--- config.mk ---
export PLATFORM = sky130hd
export DESIGN_NAME = instr_decoder
export DESIGN_NICKNAME = d
export VERILOG_FILES = /design/src/rtl/idec_pkg.sv /design/src/rtl/idec_class.sv /design/src/rtl/idec_fields.sv /design/src/rtl/idec_bound.sv /design/src/rtl/instr_decoder.sv
export SDC_FILE = /design/constraint.sdc
export NUM_CORES = 1
export LEC_CHECK = 0
export ABC_AREA = 1
export BUFFER_PORTS_ARGS = -buffer_cell sky130_fd_sc_hd__buf_4
export CORE_MARGIN = 3
export CORE_UTILIZATION = 45
export CTS_CLUSTER_SIZE = 12
export DETAILED_ROUTE_END_ITERATION = 16
export MAX_ROUTING_LAYER = met4
export PLACE_DENSITY = 0.81
export SYNTH_ARGS = -nofsm -noshare
export SYNTH_HDL_FRONTEND = slang
export SYNTH_HIERARCHICAL = 1
export SYNTH_SLANG_ARGS = --single-unit
--- constraint.sdc ---
create_clock -name clk_i -period 0.8 [get_ports clk_i]
set_input_delay 0.04 -clock clk_i [delete_from_list [all_inputs] [get_ports clk_i]]
set_output_delay 0.04 -clock clk_i [all_outputs]
set_load 0.005 [all_outputs]
--- src/rtl/idec_pkg.sv ---
package idec_pkg;
  localparam int unsigned WORD_W = 32;
  localparam int unsigned WIN_BYTES = 6;
  localparam int unsigned LEN_W = 3;
  localparam int unsigned STAT_W = 3;

  localparam logic [STAT_W-1:0] ST_NONE = 3'd0;
  localparam logic [STAT_W-1:0] ST_AOK  = 3'd1;
  localparam logic [STAT_W-1:0] ST_HLT  = 3'd2;
  localparam logic [STAT_W-1:0] ST_ADR  = 3'd3;
  localparam logic [STAT_W-1:0] ST_INS  = 3'd4;

  typedef enum logic [3:0] {
    OP_HALT = 4'h0, OP_NOP  = 4'h1, OP_MOVE = 4'h2, OP_IMM  = 4'h3,
    OP_STR  = 4'h4, OP_LDR  = 4'h5, OP_ALU  = 4'h6, OP_JUMP = 4'h7,
    OP_CALL = 4'h8, OP_RET  = 4'h9, OP_PUSH = 4'hA, OP_POP  = 4'hB
  } opcode_e;

  localparam logic [3:0] REG_NONE = 4'hF;
  localparam logic [3:0] FN_MAX_ALU = 4'd3;
  localparam logic [3:0] FN_MAX_CC  = 4'd6;
endpackage

--- src/rtl/idec_class.sv ---
module idec_class
  import idec_pkg::*;
(
  input  logic [7:0]       op_byte_i,
  output logic [LEN_W-1:0] len_o,
  output logic             has_reg_o,
  output logic             has_const_o,
  output logic             const_at2_o,
  output logic             ins_o,
  output logic             halt_o
);
  logic [3:0] icode, ifun;
  assign icode = op_byte_i[7:4];
  assign ifun  = op_byte_i[3:0];

  always_comb begin
    len_o       = 3'd1;
    has_reg_o   = 1'b0;
    has_const_o = 1'b0;
    const_at2_o = 1'b0;
    ins_o       = (ifun != 4'd0);
    halt_o      = 1'b0;
    case (icode)
      OP_HALT: halt_o = (ifun == 4'd0);
      OP_NOP, OP_RET: ;
      OP_MOVE: begin
        len_o     = 3'd2;
        has_reg_o = 1'b1;
        ins_o     = (ifun > FN_MAX_CC);
      end
      OP_ALU: begin
        len_o     = 3'd2;
        has_reg_o = 1'b1;
        ins_o     = (ifun > FN_MAX_ALU);
      end
      OP_PUSH, OP_POP: begin
        len_o     = 3'd2;
        has_reg_o = 1'b1;
      end
      OP_IMM, OP_STR, OP_LDR: begin
        len_o       = 3'd6;
        has_reg_o   = 1'b1;
        has_const_o = 1'b1;
        const_at2_o = 1'b1;
      end
      OP_JUMP: begin
        len_o       = 3'd5;
        has_const_o = 1'b1;
        ins_o       = (ifun > FN_MAX_CC);
      end
      OP_CALL: begin
        len_o       = 3'd5;
        has_const_o = 1'b1;
      end
      default: ins_o = 1'b1;
    endcase
  end
endmodule

--- src/rtl/idec_fields.sv ---
module idec_fields
  import idec_pkg::*;
#(
  parameter int unsigned CONST_BYTES = WORD_W / 8,
  localparam int unsigned TAIL_BYTES = CONST_BYTES + 1
) (
  input  logic [TAIL_BYTES*8-1:0]  tail_i,
  input  logic                     has_reg_i,
  input  logic                     has_const_i,
  input  logic                     const_at2_i,
  output logic [3:0]               ra_o,
  output logic [3:0]               rb_o,
  output logic [CONST_BYTES*8-1:0] valc_o
);
  assign ra_o = has_reg_i ? tail_i[7:4] : REG_NONE;
  assign rb_o = has_reg_i ? tail_i[3:0] : REG_NONE;

  for (genvar k = 0; k < CONST_BYTES; k++) begin : g_lane
    logic [7:0] lo_b, hi_b;
    assign lo_b = tail_i[k*8 +: 8];
    assign hi_b = tail_i[(k+1)*8 +: 8];
    assign valc_o[k*8 +: 8] = !has_const_i ? 8'h00 : (const_at2_i ? hi_b : lo_b);
  end
endmodule

--- src/rtl/idec_bound.sv ---
module idec_bound
  import idec_pkg::*;
#(
  parameter longint unsigned MEM_BYTES = 4096
) (
  input  logic [WORD_W-1:0] pc_i,
  input  logic [LEN_W-1:0]  len_i,
  output logic [WORD_W-1:0] next_pc_o,
  output logic              adr_o
);
  localparam logic [WORD_W:0] MEM_LIM = (WORD_W+1)'(MEM_BYTES);
  logic [WORD_W:0] end_addr;
  assign end_addr  = {1'b0, pc_i} + (WORD_W+1)'(len_i);
  assign next_pc_o = end_addr[WORD_W-1:0];
  assign adr_o     = (end_addr > MEM_LIM);
endmodule

--- src/rtl/instr_decoder.sv ---
module instr_decoder
  import idec_pkg::*;
#(
  parameter longint unsigned MEM_BYTES = 4096
) (
  input  logic        clk_i,
  input  logic        rst_ni,
  input  logic [31:0] pc_i,
  input  logic [47:0] win_i,
  output logic [3:0]  icode_o,
  output logic [3:0]  ifun_o,
  output logic [3:0]  ra_o,
  output logic [3:0]  rb_o,
  output logic [31:0] valc_o,
  output logic [31:0] next_pc_o,
  output logic [2:0]  len_o,
  output logic [2:0]  stat_o
);
  logic [LEN_W-1:0]  len_c;
  logic              has_reg_c, has_const_c, const_at2_c, ins_c, halt_c, adr_c;
  logic [3:0]        ra_c, rb_c;
  logic [WORD_W-1:0] valc_c, next_pc_c;
  logic [STAT_W-1:0] stat_c;

  idec_class i_class (
    .op_byte_i  (win_i[7:0]),
    .len_o      (len_c),
    .has_reg_o  (has_reg_c),
    .has_const_o(has_const_c),
    .const_at2_o(const_at2_c),
    .ins_o      (ins_c),
    .halt_o     (halt_c)
  );

  idec_fields i_fields (
    .tail_i     (win_i[WIN_BYTES*8-1:8]),
    .has_reg_i  (has_reg_c),
    .has_const_i(has_const_c),
    .const_at2_i(const_at2_c),
    .ra_o       (ra_c),
    .rb_o       (rb_c),
    .valc_o     (valc_c)
  );

  idec_bound #(.MEM_BYTES(MEM_BYTES)) i_bound (
    .pc_i     (pc_i),
    .len_i    (len_c),
    .next_pc_o(next_pc_c),
    .adr_o    (adr_c)
  );

  // address fault outranks opcode fault, which outranks halt
  always_comb begin
    if (adr_c)       stat_c = ST_ADR;
    else if (ins_c)  stat_c = ST_INS;
    else if (halt_c) stat_c = ST_HLT;
    else             stat_c = ST_AOK;
  end

  always_ff @(posedge clk_i or negedge rst_ni) begin
    if (!rst_ni) begin
      icode_o   <= '0;
      ifun_o    <= '0;
      ra_o      <= '0;
      rb_o      <= '0;
      valc_o    <= '0;
      next_pc_o <= '0;
      len_o     <= '0;
      stat_o    <= ST_NONE;
    end else begin
      icode_o   <= win_i[7:4];
      ifun_o    <= win_i[3:0];
      ra_o      <= ra_c;
      rb_o      <= rb_c;
      valc_o    <= valc_c;
      next_pc_o <= next_pc_c;
      len_o     <= len_c;
      stat_o    <= stat_c;
    end
  end

  AST_LEN_LEGAL: assert property (@(posedge clk_i) disable iff (!rst_ni)
    (stat_o != ST_NONE) |-> (len_o == 3'd1 || len_o == 3'd2 || len_o == 3'd5 || len_o == 3'd6));
  AST_NEXT_PC: assert property (@(posedge clk_i) disable iff (!rst_ni)
    1'b1 |=> (next_pc_o == $past(pc_i) + 32'(len_o)));
  AST_NO_REG_BYTE: assert property (@(posedge clk_i) disable iff (!rst_ni)
    (stat_o != ST_NONE && (icode_o == 4'h0 || icode_o == 4'h1 || icode_o == 4'h7 ||
     icode_o == 4'h8 || icode_o == 4'h9)) |-> (ra_o == REG_NONE && rb_o == REG_NONE));
  AST_HALT_SHAPE: assert property (@(posedge clk_i) disable iff (!rst_ni)
    (stat_o == ST_HLT) |-> (icode_o == 4'h0 && ifun_o == 4'h0 && len_o == 3'd1));
  AST_INS_ORIGIN: assert property (@(posedge clk_i) disable iff (!rst_ni)
    (stat_o == ST_INS) |-> (icode_o > 4'hB || ifun_o != 4'h0));
  AST_CONST_LEN: assert property (@(posedge clk_i) disable iff (!rst_ni)
    (len_o == 3'd1 || len_o == 3'd2) |-> (valc_o == 32'h0));
endmodule

======== After elaboration in Yosys (flattened, before gate mapping) ========
Cells that the tools add are included.
storage, ports and cells
  register bits after elaboration ......... 86
  bits of input ports ..................... 82
  word-level logic and storage cells ...... 52
operators by class
  $add $sub $neg .......................... 1
  $lt $le $gt $ge ......................... 3
  equality and inequality tests ........... 11
  muxes and demuxes ....................... 19
  reductions and logical operators ........ 10
operators by type and width
  operator                                               number
  2-to-1 mux 8 bit                                       8
  adder 32 x 3 -> 33 bit                                 1
  > comparator 33 x 13 -> 1 bit (second input constant)  1
  == test 4 x 3 -> 1 bit (second input constant)         4
  == test 4 bit (second input constant)                  4
  case mux 3 bit (3 select lines)                        1
  OR reduction 9 bit                                     1
  == test 4 x 2 -> 1 bit (second input constant)         2
  logical NOT 4 bit                                      2
  2-to-1 mux 4 bit                                       2
  OR reduction 7 bit                                     1
  2-to-1 mux 3 bit                                       2
  OR reduction 5 bit                                     1
  == test 4 x 1 -> 1 bit (second input constant)         1
  > comparator 4 x 2 -> 1 bit (second input constant)    1
  > comparator 4 x 3 -> 1 bit (second input constant)    1
  2-to-1 mux 1 bit                                       4
  nonzero test 4 bit                                     1
  OR reduction 2 bit                                     2
  OR reduction 4 bit                                     1
  case mux 1 bit (3 select lines)                        1
  OR reduction 3 bit                                     1
  2-to-1 mux 2 bit                                       1

======== Longest topological paths before layout ========
Gate-level depths: netlist of run 1.
  depth in word-level cells ............... 6
  mapped depth ............................ 22

======== By module ========
The synthesis of run 1 kept the hierarchy.
modules (own cells, without submodules)
  module         times used  cells an instance  area each (um^2)  sequential area each (um^2)
  instr_decoder  1           92                 2175.8            2152.1
  idec_bound     1           296                1380.1            0.0
  idec_fields    1           187                758.2             0.0
  idec_class     1           40                 171.4             0.0

======== Worst setup path before layout of run 1 ========
No wires, ideal clock.
  path kind ............................... input to register
  start ................................... input port win_i[5]
  end ..................................... register stat_o[0]
  library setup time ...................... 128 ps
  data arrival time ....................... 1950 ps
  slack ................................... -1278 ps
  stages .................................. 18
  path through ............................ nand2_1 inv_1 nor2_1 a21oi_1 ha_1 fa_1 nand3_1 nand2_1 nand2_1 nor2_1 nor2_1 nand2_1 nor2_1 nand3_1 a21oi_1 nand3_1 inv_1 o21ai_0
between the ends
  word-level cells in the longest chain between the ends .. 6
  elaborated cells between the ends (all ways) .. 25
  those cells by class .................... 1 x add/sub; 1 x order compare; 11 x eq/ne; 6 x mux; 6 x reduce/logical
RTL lines
  item                                                         RTL line             source
  start, declared                                              instr_decoder.sv:9   input logic [47:0] win_i,
  == test 4 x 2 -> 1 bit (tied with other cells)               idec_class.sv:23     case (icode)
  OR reduction 4 bit (no source line) (tied with other cells)  -
  case mux 3 bit (3 select lines) (*)                          idec_class.sv:23
  named net len_c[0]                                           instr_decoder.sv:19  logic [LEN_W-1:0] len_c;
  adder 32 x 3 -> 33 bit (*)                                   idec_bound.sv:13     assign end_addr = {1'b0, pc_i} + (WORD_W+1)'(len_i);
  > comparator 33 x 13 -> 1 bit (*)                            idec_bound.sv:15     assign adr_o = (end_addr > MEM_LIM);
  named net adr_c                                              instr_decoder.sv:20  logic has_reg_c, has_const_c, const_at2_c, ins_c, halt_c, adr_c;
  2-to-1 mux 3 bit (*)                                         instr_decoder.sv:54  if (adr_c) stat_c = ST_ADR;
  named net stat_c[0]                                          instr_decoder.sv:23  logic [STAT_W-1:0] stat_c;
  end signal, assigned                                         instr_decoder.sv:78  stat_o <= stat_c;
  end, declared                                                instr_decoder.sv:17  output logic [2:0] stat_o
Mark *: on every way through the listed nets, which the timed path passes. The rest lies on a longest branch.

======== Worst setup path after layout of run 1 ========
  start ................................... input port win_i[7]
  end ..................................... register stat_o[1]
Same word-level chain as after synthesis.

==> results of run 1 <==
[flip-flops by register name (all words and copies together), names as in the netlist]
| name | cells |
|---|---|
| next_pc_o | 32 |
| len_o | 3 |
| ra_o | 4 |
| valc_o | 32 |
| icode_o | 4 |
| stat_o | 3 |
| rb_o | 4 |
| ifun_o | 4 |
[kinds of logic (layout without fill, tap and decap cells)]
group,Yosys count,in the layout,share of synthesized area (%)
buffers and inverters,116,453,10.96
DFF,86,86,47.98
and+or+nand+nor,392,392,36.93
xor gates and xnor gates,8,8,1.730
adders and majority gates,4,4,1.283
AOI/OAI and AO/OA,9,9,1.116
[worst max-delay path, cell delays in order]
cell and delay, ns:
buf_8 0.12, inv_8 0.07, nand2_8 0.06, nor2_4 0.08, a21oi_2 0.05, ha_2 0.21
fa_2 0.45, xnor2_2 0.22, nand2_1 0.14, a21oi_2 0.14, nand3_1 0.12, nor2_2 0.14
nand3_2 0.12, a21oi_2 0.19, nand3_2 0.11, inv_2 0.07, nand2_1 0.07
[metal layers]
metal	wire [um]	part of all wire, %	vias up	track usage (%)
met5	0	0	-	-
met2	10920	50	444	60.15
met4	1599	7.3	0	14.06
li1	-	-	2475	-
met3	1951	8.9	149	6.797
met1	7479	34	2723	37.89
[timing repair]
| action | CTS | global route |
|---|---|---|
| cloned | 1 | 4 |
| pin swaps | 33 | 40 |
| endpoints found under the setup margin | 152 | 152 |
| hold buffers | 46 | 1 |
| gates resized for setup | 156 | 61 |
| endpoints found under the hold margin | 138 | 4 |
| setup buffers | 7 | 15 |
[worst max-delay path by stage]
stage,end,slack (ns)
2_1_floorplan,stat_o[0],-1.18
3_3_place_gp,stat_o[0],-1.53
3_5_place_dp,stat_o[0],-1.64
4_1_cts,stat_o[0],-1.12
5_1_grt,stat_o[1],-1.41
6_report,stat_o[1],-1.36
[cells in the final DEF, fill, tap and decap left out, drive strengths merged]
cell type,instances
and2,1
buf,282
fa,1
o22ai,2
xor2,3
o21bai,1
a21oi,3
ha,3
xnor2,5
nor3,2
nand3b,7
clkbuf,13
nor2,126
nand3,30
nand2,220
inv,106
nand4,6
o21ai,3
dfrtp,86
clkinv,3
clkinvlp,2
dlygate4sd3,47
[through the flow]
stage / hold WS, ns / cells / utilization [%] / power (mW)
floorplan: -0.2556 / 615 / - / 5.724
global placement: -0.05082 / 992 / 70.25 / 7.200
detailed placement: -0.04920 / 992 / 70.25 / 7.268
CTS: -0.1887 / 1062 / 84.52 / 10.90
global route: -0.07968 / 1081 / 89.22 / 11.94
finish: -0.07298 / 1081 / 89.22 / 11.54
[report_power, final]
| group | switching [mW] | internal (mW) |
|---|---|---|
| clock network | 1.82 | 1.27 |
| logic | 1.74 | 1.90 |
| registers | 0.175 | 4.63 |
[synth_stat cells (2+ instances only)]
library cell	n
nand2_4	2
inv_1	101
xnor2_1	4
buf_6	7
xor2_1	3
buf_2	3
nand4_1	6
nor2_2	5
o21ai_0	3
ha_1	3
nand2_2	9
a21oi_1	3
dfrtp_1	86
nand3_1	29
nor3_1	2
o22ai_1	2
nand2_1	209
nand3b_1	7
nor2_1	116
nor2_4	4
inv_2	4
[final cells by class]
class / instances / share of cell area, %
Clock buffer: 10 / 1.631
Multi-Input combinational cell: 413 / 27.90
Inverter: 105 / 5.011
Timing Repair Buffer: 332 / 37.41
Tap cell: 129 / 1.913
Clock inverter: 6 / 0.6375
Sequential cell: 86 / 25.50
==> flow_summary.json, run 1 <==
{
  "drv_cap": 0,
  "crit_path_start_kind": "input pin",
  "cts_tree": "yes",
  "grt_pass1_wl_um": 29170,
  "ctsRootBufferMaster": "clkbuf_8",
  "cp_max_fo": 5,
  "cts.sinks": 86,
  "crit_type": "in -> reg",
  "numCtsBuffers": 9,
  "diodes": 0,
  "grt_pass1_vias": 5748,
  "synth_edf_count": 0,
  "min_path_type": "in -> reg",
  "area_growth_pct": 88.14,
  "rsz0062_at_grt": "true",
  "setup_viol": 152,
  "fmax_mhz": 463.3,
  "holdPathStages": 2,
  "synthCells": 615,
  "drt-total-wl_um": 21950,
  "seq_area_um2": 2152,
  "dieArea_um2": 11200,
  "place_ws_ns": -1.644,
  "htreeDepth": 3,
  "dp.final_hpwl_um": 11200,
  "drive_above_1_share_pct": 44.22,
  "fin_area_um2": 8439,
  "hold_ws_ns": -0.07298,
  "routabilityCongestion": 1.057,
  "antenna_found_initial": 0,
  "period_share_pct": 269.8,
  "drt_iter0_drc": 595,
  "worstHoldEndpoint": "next_pc_o[5]",
  "die_x_um": 105.8,
  "yosys.area.top_type": "dfrtp_1",
  "groute.usage.overall_pct": 34.17,
  "via_per_inst": 5.357,
  "syn-num-nets": 701,
  "finalHoldViolations": 2,
  "tightest_slew_ns": 0.3842,
  "drc": 0,
  "worstPathArrival_ns": 2.40,
  "die_y_um": 105.8,
  "crit_start": "win_i[7]",
  "maxSlewHeadroom_pct": 74.19,
  "first_pass_iters": 6,
  "ys_ff_latch": 86,
  "grt_start_max_net_pins": 65,
  "fillers": 370,
  "synthesis.area_um2": 4486,
  "final_nets": 1033,
  "num_io_pins": 168,
  "powerDensity_nw_per_um2": 1368,
  "min_from": "pc_i[5]",
  "finalSetupTns_ns": -39.27,
  "clk_pin_slew_ns": 0.10,
  "clockBufferDepth": 2,
  "synth_flop_cell": "dfrtp_1",
  "synth.area.top_cells": "dfrtp_1 48%, nand2_1 17%, nor2_1 9.7%",
  "synth_cell_type_count": 28,
  "synth_area_per_cell_um2": 7.294,
  "worst_slack_ns": -1.358,
  "synth.top_cell.area_share_pct": 47.98,
  "failed_checks": "hold timing, setup timing",
  "postPlaceCellArea_um2": 6645,
  "period_needed_ns": 2.158,
  "final_antenna_net_count": 0,
  "peakVddDrop_mv": 1.138,
  "initial_core_util_pct": 47.42,
  "slew_violations": 0,
  "worst_ep_required_time_ns": 1.04,
  "synthArstFlopShare_pct": 100.0,
  "avgRoutedWirePerCell_um": 20.31,
  "portBuffers": 167,
  "via_count": 5791,
  "yosysWarnings": 6,
  "grt-ovfl-total": 0,
  "core_area_um2": 9459,
  "p_leak_nw": 4.435,
  "ys_seq_area_share_pct": 47.98,
  "status": "finished with violations",
  "num_rows": 35,
  "multi_input_area_um2": 2355,
  "endpoint_kind": "flip-flop"
}
(Power assumes the default switching activity.)
==> inputs of run 2 (changes only) <==
CORE_UTILIZATION = 46   (was 45)
PLACE_DENSITY = 0.79   (was 0.81)
SETUP_SLACK_MARGIN = 0.5   (was not set)
clock period = 2.2 ns   (was 0.8 ns; I/O delays follow)
==> flow_summary.json, run 2 (synthesis gave the netlist of run 1 again) <==
{
  "worst_ep_required_time_ns": 2.43,
  "drv_cap": 0,
  "postPlaceCellArea_um2": 6177,
  "p_leak_nw": 3.966,
  "holdPathStages": 3,
  "fmax_mhz": 498.4,
  "rsz0062_at_grt": "true",
  "groute.usage.overall_pct": 27.95,
  "numCtsBuffers": 9,
  "htreeDepth": 3,
  "num_io_pins": 168,
  "final_cell_mix": "223 x buf_4, 190 x nand2_1, 108 x nor2_1",
  "slew_violations": 0,
  "tightest_slew_ns": 0.5702,
  "largestRegisters": "next_pc_o (32), valc_o (32)",
  "min_from": "win_i[38]",
  "via_per_inst": 4.834,
  "drt_iter0_drc": 251,
  "finalHoldViolations": 0,
  "hold_ws_ns": 0.01247,
  "grt_start_max_net_pins": 65,
  "diodes": 0,
  "worstHoldEndpoint": "valc_o[30]",
  "worst_slack_ns": 0.1938,
  "place_ws_ns": -0.3174,
  "fin_area_um2": 7262,
  "maxSlewHeadroom_pct": 61.99,
  "setup_viol": 0,
  "dp.final_hpwl_um": 10400,
  "status": "finished, final reports clean",
  "period_share_pct": 91.19,
  "clockBufferDepth": 2,
  "ctsRootBufferMaster": "clkbuf_8",
  "cp_max_fo": 4,
  "cts.sinks": 86,
  "grt_pass1_wl_um": 23720,
  "num_rows": 35,
  "worstPathArrival_ns": 2.24,
  "crit_path_start_kind": "input pin",
  "min_path_type": "in -> reg",
  "dieArea_um2": 10970,
  "endpoint_kind": "flip-flop",
  "final_antenna_net_count": 0,
  "first_pass_iters": 4,
  "portBuffers": 167,
  "peakVddDrop_mv": 0.3880,
  "grt-ovfl-total": 0,
  "drt-total-wl_um": 15310,
  "area_growth_pct": 61.90,
  "layout_commonest_cell": "buf_4",
  "die_y_um": 104.8,
  "cts_tree": "yes",
  "antenna_found_initial": 0,
  "drive_above_1_share_pct": 35.81,
  "core_area_um2": 9371,
  "via_count": 4916,
  "period_needed_ns": 2.006,
  "die_x_um": 104.8,
  "avgRoutedWirePerCell_um": 15.05,
  "initial_core_util_pct": 47.86,
  "grt_pass1_vias": 4927,
  "drc": 0,
  "crit_type": "in -> reg",
  "powerDensity_nw_per_um2": 548.1,
  "final_nets": 969,
  "routabilityCongestion": 1.004,
  "clk_pin_slew_ns": 0.09,
  "finish.utilization_pct": 77.49
}
[run 2: cell types whose count changed in the layout (fill, tap and decap cells not counted), moves of 8 or more]
cell | previous run | this run
dlygate4sd3_1 | 47 | 39
nor2_1 | 97 | 108
nand2_2 | 37 | 15
buf_6 | 97 | 1
nor2_2 | 12 | 4
nand2_1 | 165 | 190
buf_4 | 175 | 223
[run 2: final cells by class]
cell class,count,area [um2]
fill,665,2110
timing repair buffer,268,2171
inverter,105,411.6
tap,129,161.4
multi-input combinational,413,2146
clock buffer,9,123.9
clock inverter,7,96.34
sequential,86,2152
[run 2: worst max path at each step]
stage           endpoint  slack [ns]     start
2_1_floorplan  stat_o[0]        0.15  win_i[5]
6_report       stat_o[0]        0.19  win_i[4]
5_1_grt        stat_o[0]        0.06  win_i[4]
3_5_place_dp   stat_o[0]       -0.32  win_i[5]
4_1_cts        stat_o[0]        0.30  win_i[5]
3_3_place_gp   stat_o[0]       -0.23  win_i[5]
[run 2: power by group]
group | internal (mW) | switching [mW] | leakage (nW)
Sequential | 1.68 | 0.0392 | 1.04
Combinational | 0.498 | 0.497 | 2.81
Clock | 0.647 | 0.615 | 0.114
Total | 2.83 | 1.15 | 3.97
[run 2: routing by layer]
metal | vias up | track usage [%] | part of all wire, %
li1 | 2354 | - | -
met1 | 2278 | 32.87 | 39
met2 | 236 | 46.38 | 49
met3 | 48 | 5.188 | 6.7
met4 | 0 | 13.31 | 4.6
met5 | - | - | 0
[run 2: through the flow]
step / setup TNS [ns] / total power [mW] / cells
after floorplan: 0 / 2.060 / 615
after global placement: -0.5898 / 2.532 / 943
after detailed placement: -0.8717 / 2.552 / 943
after CTS: 0 / 3.935 / 1009
after global routing: 0 / 4.156 / 1017
final: 0 / 3.980 / 1017
[run 2: worst max-delay path, cell delays in order]
cell     delay, ns
buf_8         0.11
nand2_8       0.08
inv_6         0.04
nor2_4        0.11
a21oi_4       0.05
ha_4          0.16
fa_2          0.45
xnor2_2       0.21
nand2_1       0.11
a21oi_1       0.14
nand3_1       0.10
nor2_1        0.11
nand3_1       0.07
a21oi_1       0.12
nand3_1       0.12
inv_1         0.09
o21ai_1       0.06
[run 2: repair_timing]
action,CTS,global route
endpoints found under the setup margin,7,6
gates cloned,0,0
resized for setup,54,27
setup buffers,13,6
hold endpoints to repair,83,2
hold buffers,37,2
pin swaps,34,35
==> inputs of run 3 (changes only) <==
CAP_MARGIN = 20   (was not set)
PLACE_DENSITY = 0.74   (was 0.79)
==> flow_summary.json, run 3 (synthesis gave the netlist of run 1 again) <==
{
  "routabilityCongestion": 1.024,
  "drt_iter0_drc": 213,
  "dieArea_um2": 10970,
  "setup_viol": 0,
  "clk_pin_slew_ns": 0.10,
  "endpoint_kind": "flip-flop",
  "via_per_inst": 4.760,
  "drive_above_1_share_pct": 34.29,
  "first_pass_iters": 4,
  "wl_met3_um": 764,
  "diodes": 0,
  "period_share_pct": 94.43,
  "area_growth_pct": 56.51,
  "cts_tree": "yes",
  "ctsRootBufferMaster": "clkbuf_8",
  "peakVddDrop_mv": 0.3836,
  "fin_area_um2": 7020,
  "maxSlewHeadroom_pct": 58.81,
  "worstHoldEndpoint": "next_pc_o[0]",
  "p_leak_nw": 3.823,
  "num_rows": 35,
  "min_path_type": "in -> reg",
  "fmax_mhz": 481.4,
  "final_cell_mix": "216 x buf_4, 196 x nand2_1, 109 x nor2_1",
  "final_nets": 957,
  "crit_path_start_kind": "input pin",
  "worstPathArrival_ns": 2.31,
  "highest-signal-layer": "met4",
  "initial_core_util_pct": 47.86,
  "die_x_um": 104.8,
  "dp.final_hpwl_um": 10880,
  "final_antenna_net_count": 0,
  "antenna_found_initial": 0,
  "layout_commonest_cell": "buf_4",
  "crit_type": "in -> reg",
  "core_area_um2": 9371,
  "finish.utilization_pct": 74.91,
  "holdPathStages": 2,
  "htreeDepth": 3,
  "avgRoutedWirePerCell_um": 15.11,
  "drc": 0,
  "drv_cap": 0,
  "status": "finished, final reports clean",
  "groute.usage.overall_pct": 28.33,
  "portBuffers": 167,
  "tightest_slew_ns": 0.6178,
  "grt_pass1_wl_um": 23870,
  "largestRegisters": "next_pc_o (32), valc_o (32)",
  "postPlaceCellArea_um2": 6215,
  "grt_pass1_vias": 4793,
  "dpl.cell_count": 948,
  "rsz0062_at_grt": "true",
  "cp_max_fo": 5,
  "route.met2.wl_um": 7962,
  "multi_input_area_um2": 2052,
  "fillers": 728,
  "min_from": "pc_i[0]",
  "via_count": 4779,
  "hold_ws_ns": 0.01490,
  "seq_area_um2": 2152,
  "stdcell_count": 1004,
  "period_needed_ns": 2.077,
  "drt-met1-wl_um": 5945,
  "finalHoldViolations": 0,
  "slew_violations": 0,
  "grt-ovfl-total": 0,
  "worst_ep_required_time_ns": 2.43,
  "num_io_pins": 168,
  "clockBufferDepth": 2,
  "powerDensity_nw_per_um2": 540.6,
  "grt_start_max_net_pins": 65,
  "drt-total-wl_um": 15170,
  "die_y_um": 104.8,
  "numCtsBuffers": 9,
  "cts.sinks": 86
}
==> run 3: cell count changes in the layout (fill, tap and decap cells not counted), moves of 3 or more <==
cell | previous run | this run
buf_4 | 223 | 216
dlygate4sd3_1 | 39 | 34
nand2_4 | 13 | 5
clkinvlp_4 | 0 | 3
nand2_1 | 190 | 196
nor2_4 | 13 | 8
nor2_2 | 4 | 8
nand3_1 | 21 | 25
==> run 3: worst max path at each step <==
stage,from,to,slack [ns],cells after the start
after floorplan,win_i[5],stat_o[0],0.15,18
after global placement,win_i[5],stat_o[0],-0.27,20
after detailed placement,win_i[5],stat_o[0],-0.37,19
after CTS,win_i[4],stat_o[0],0.18,18
after global routing,win_i[7],stat_o[1],0.01,20
final,win_i[4],stat_o[0],0.12,20
==> run 3: where the power goes <==
group          switching [mW]  internal, mW
clock                   0.597         0.527
sequential             0.0356          1.68
combinational           0.473         0.479
==> run 3: layout make-up <==
type | instances | share of cell area [%]
Tap cell | 129 | 2.299
Multi-Input combinational cell | 413 | 29.23
Sequential cell | 86 | 30.65
Timing Repair Buffer | 256 | 29.26
Clock inverter | 6 | 0.9980
Inverter | 105 | 5.792
Clock buffer | 9 | 1.764
==> run 3: metal layers <==
layer / GRT usage, % / up-vias
met2: 50.55 / 173
met1: 32.04 / 2246
met3: 5.683 / 38
li1: - / 2322
met5: - / -
met4: 8.622 / 0
==> run 3: repair_timing <==
action,CTS,global route
pin swaps,14,27
endpoints found under the setup margin,6,17
hold buffers,34,0
hold endpoints to repair,79,0
gates resized for setup,16,36
setup buffers,4,3
==> run 3: metrics by stage <==
stage / total power [mW] / TNS (ns) / setup slack, ns
CTS: 3.768 / 0 / 0.1815
floorplan: 2.060 / 0 / 0.1456
detailed placement: 2.564 / -1.029 / -0.3704
global route: 3.988 / 0 / 0.01289
global placement: 2.546 / -0.7008 / -0.2728
finish: 3.795 / 0 / 0.1226
==> run 3: worst max-delay path: stages <==
cell,delay [ns]
buf_8,0.11
nand2_8,0.07
inv_6,0.04
nor2_4,0.09
a21oi_2,0.04
ha_2,0.20
fa_2,0.43
nand2_2,0.13
nand2_4,0.08
nand2_4,0.12
nor2_4,0.05
nand2_2,0.07
nor2_4,0.04
buf_4,0.13
nand4_1,0.08
nand3_1,0.10
nor2_1,0.17
nand3_2,0.11
inv_2,0.07
o21ai_1,0.06
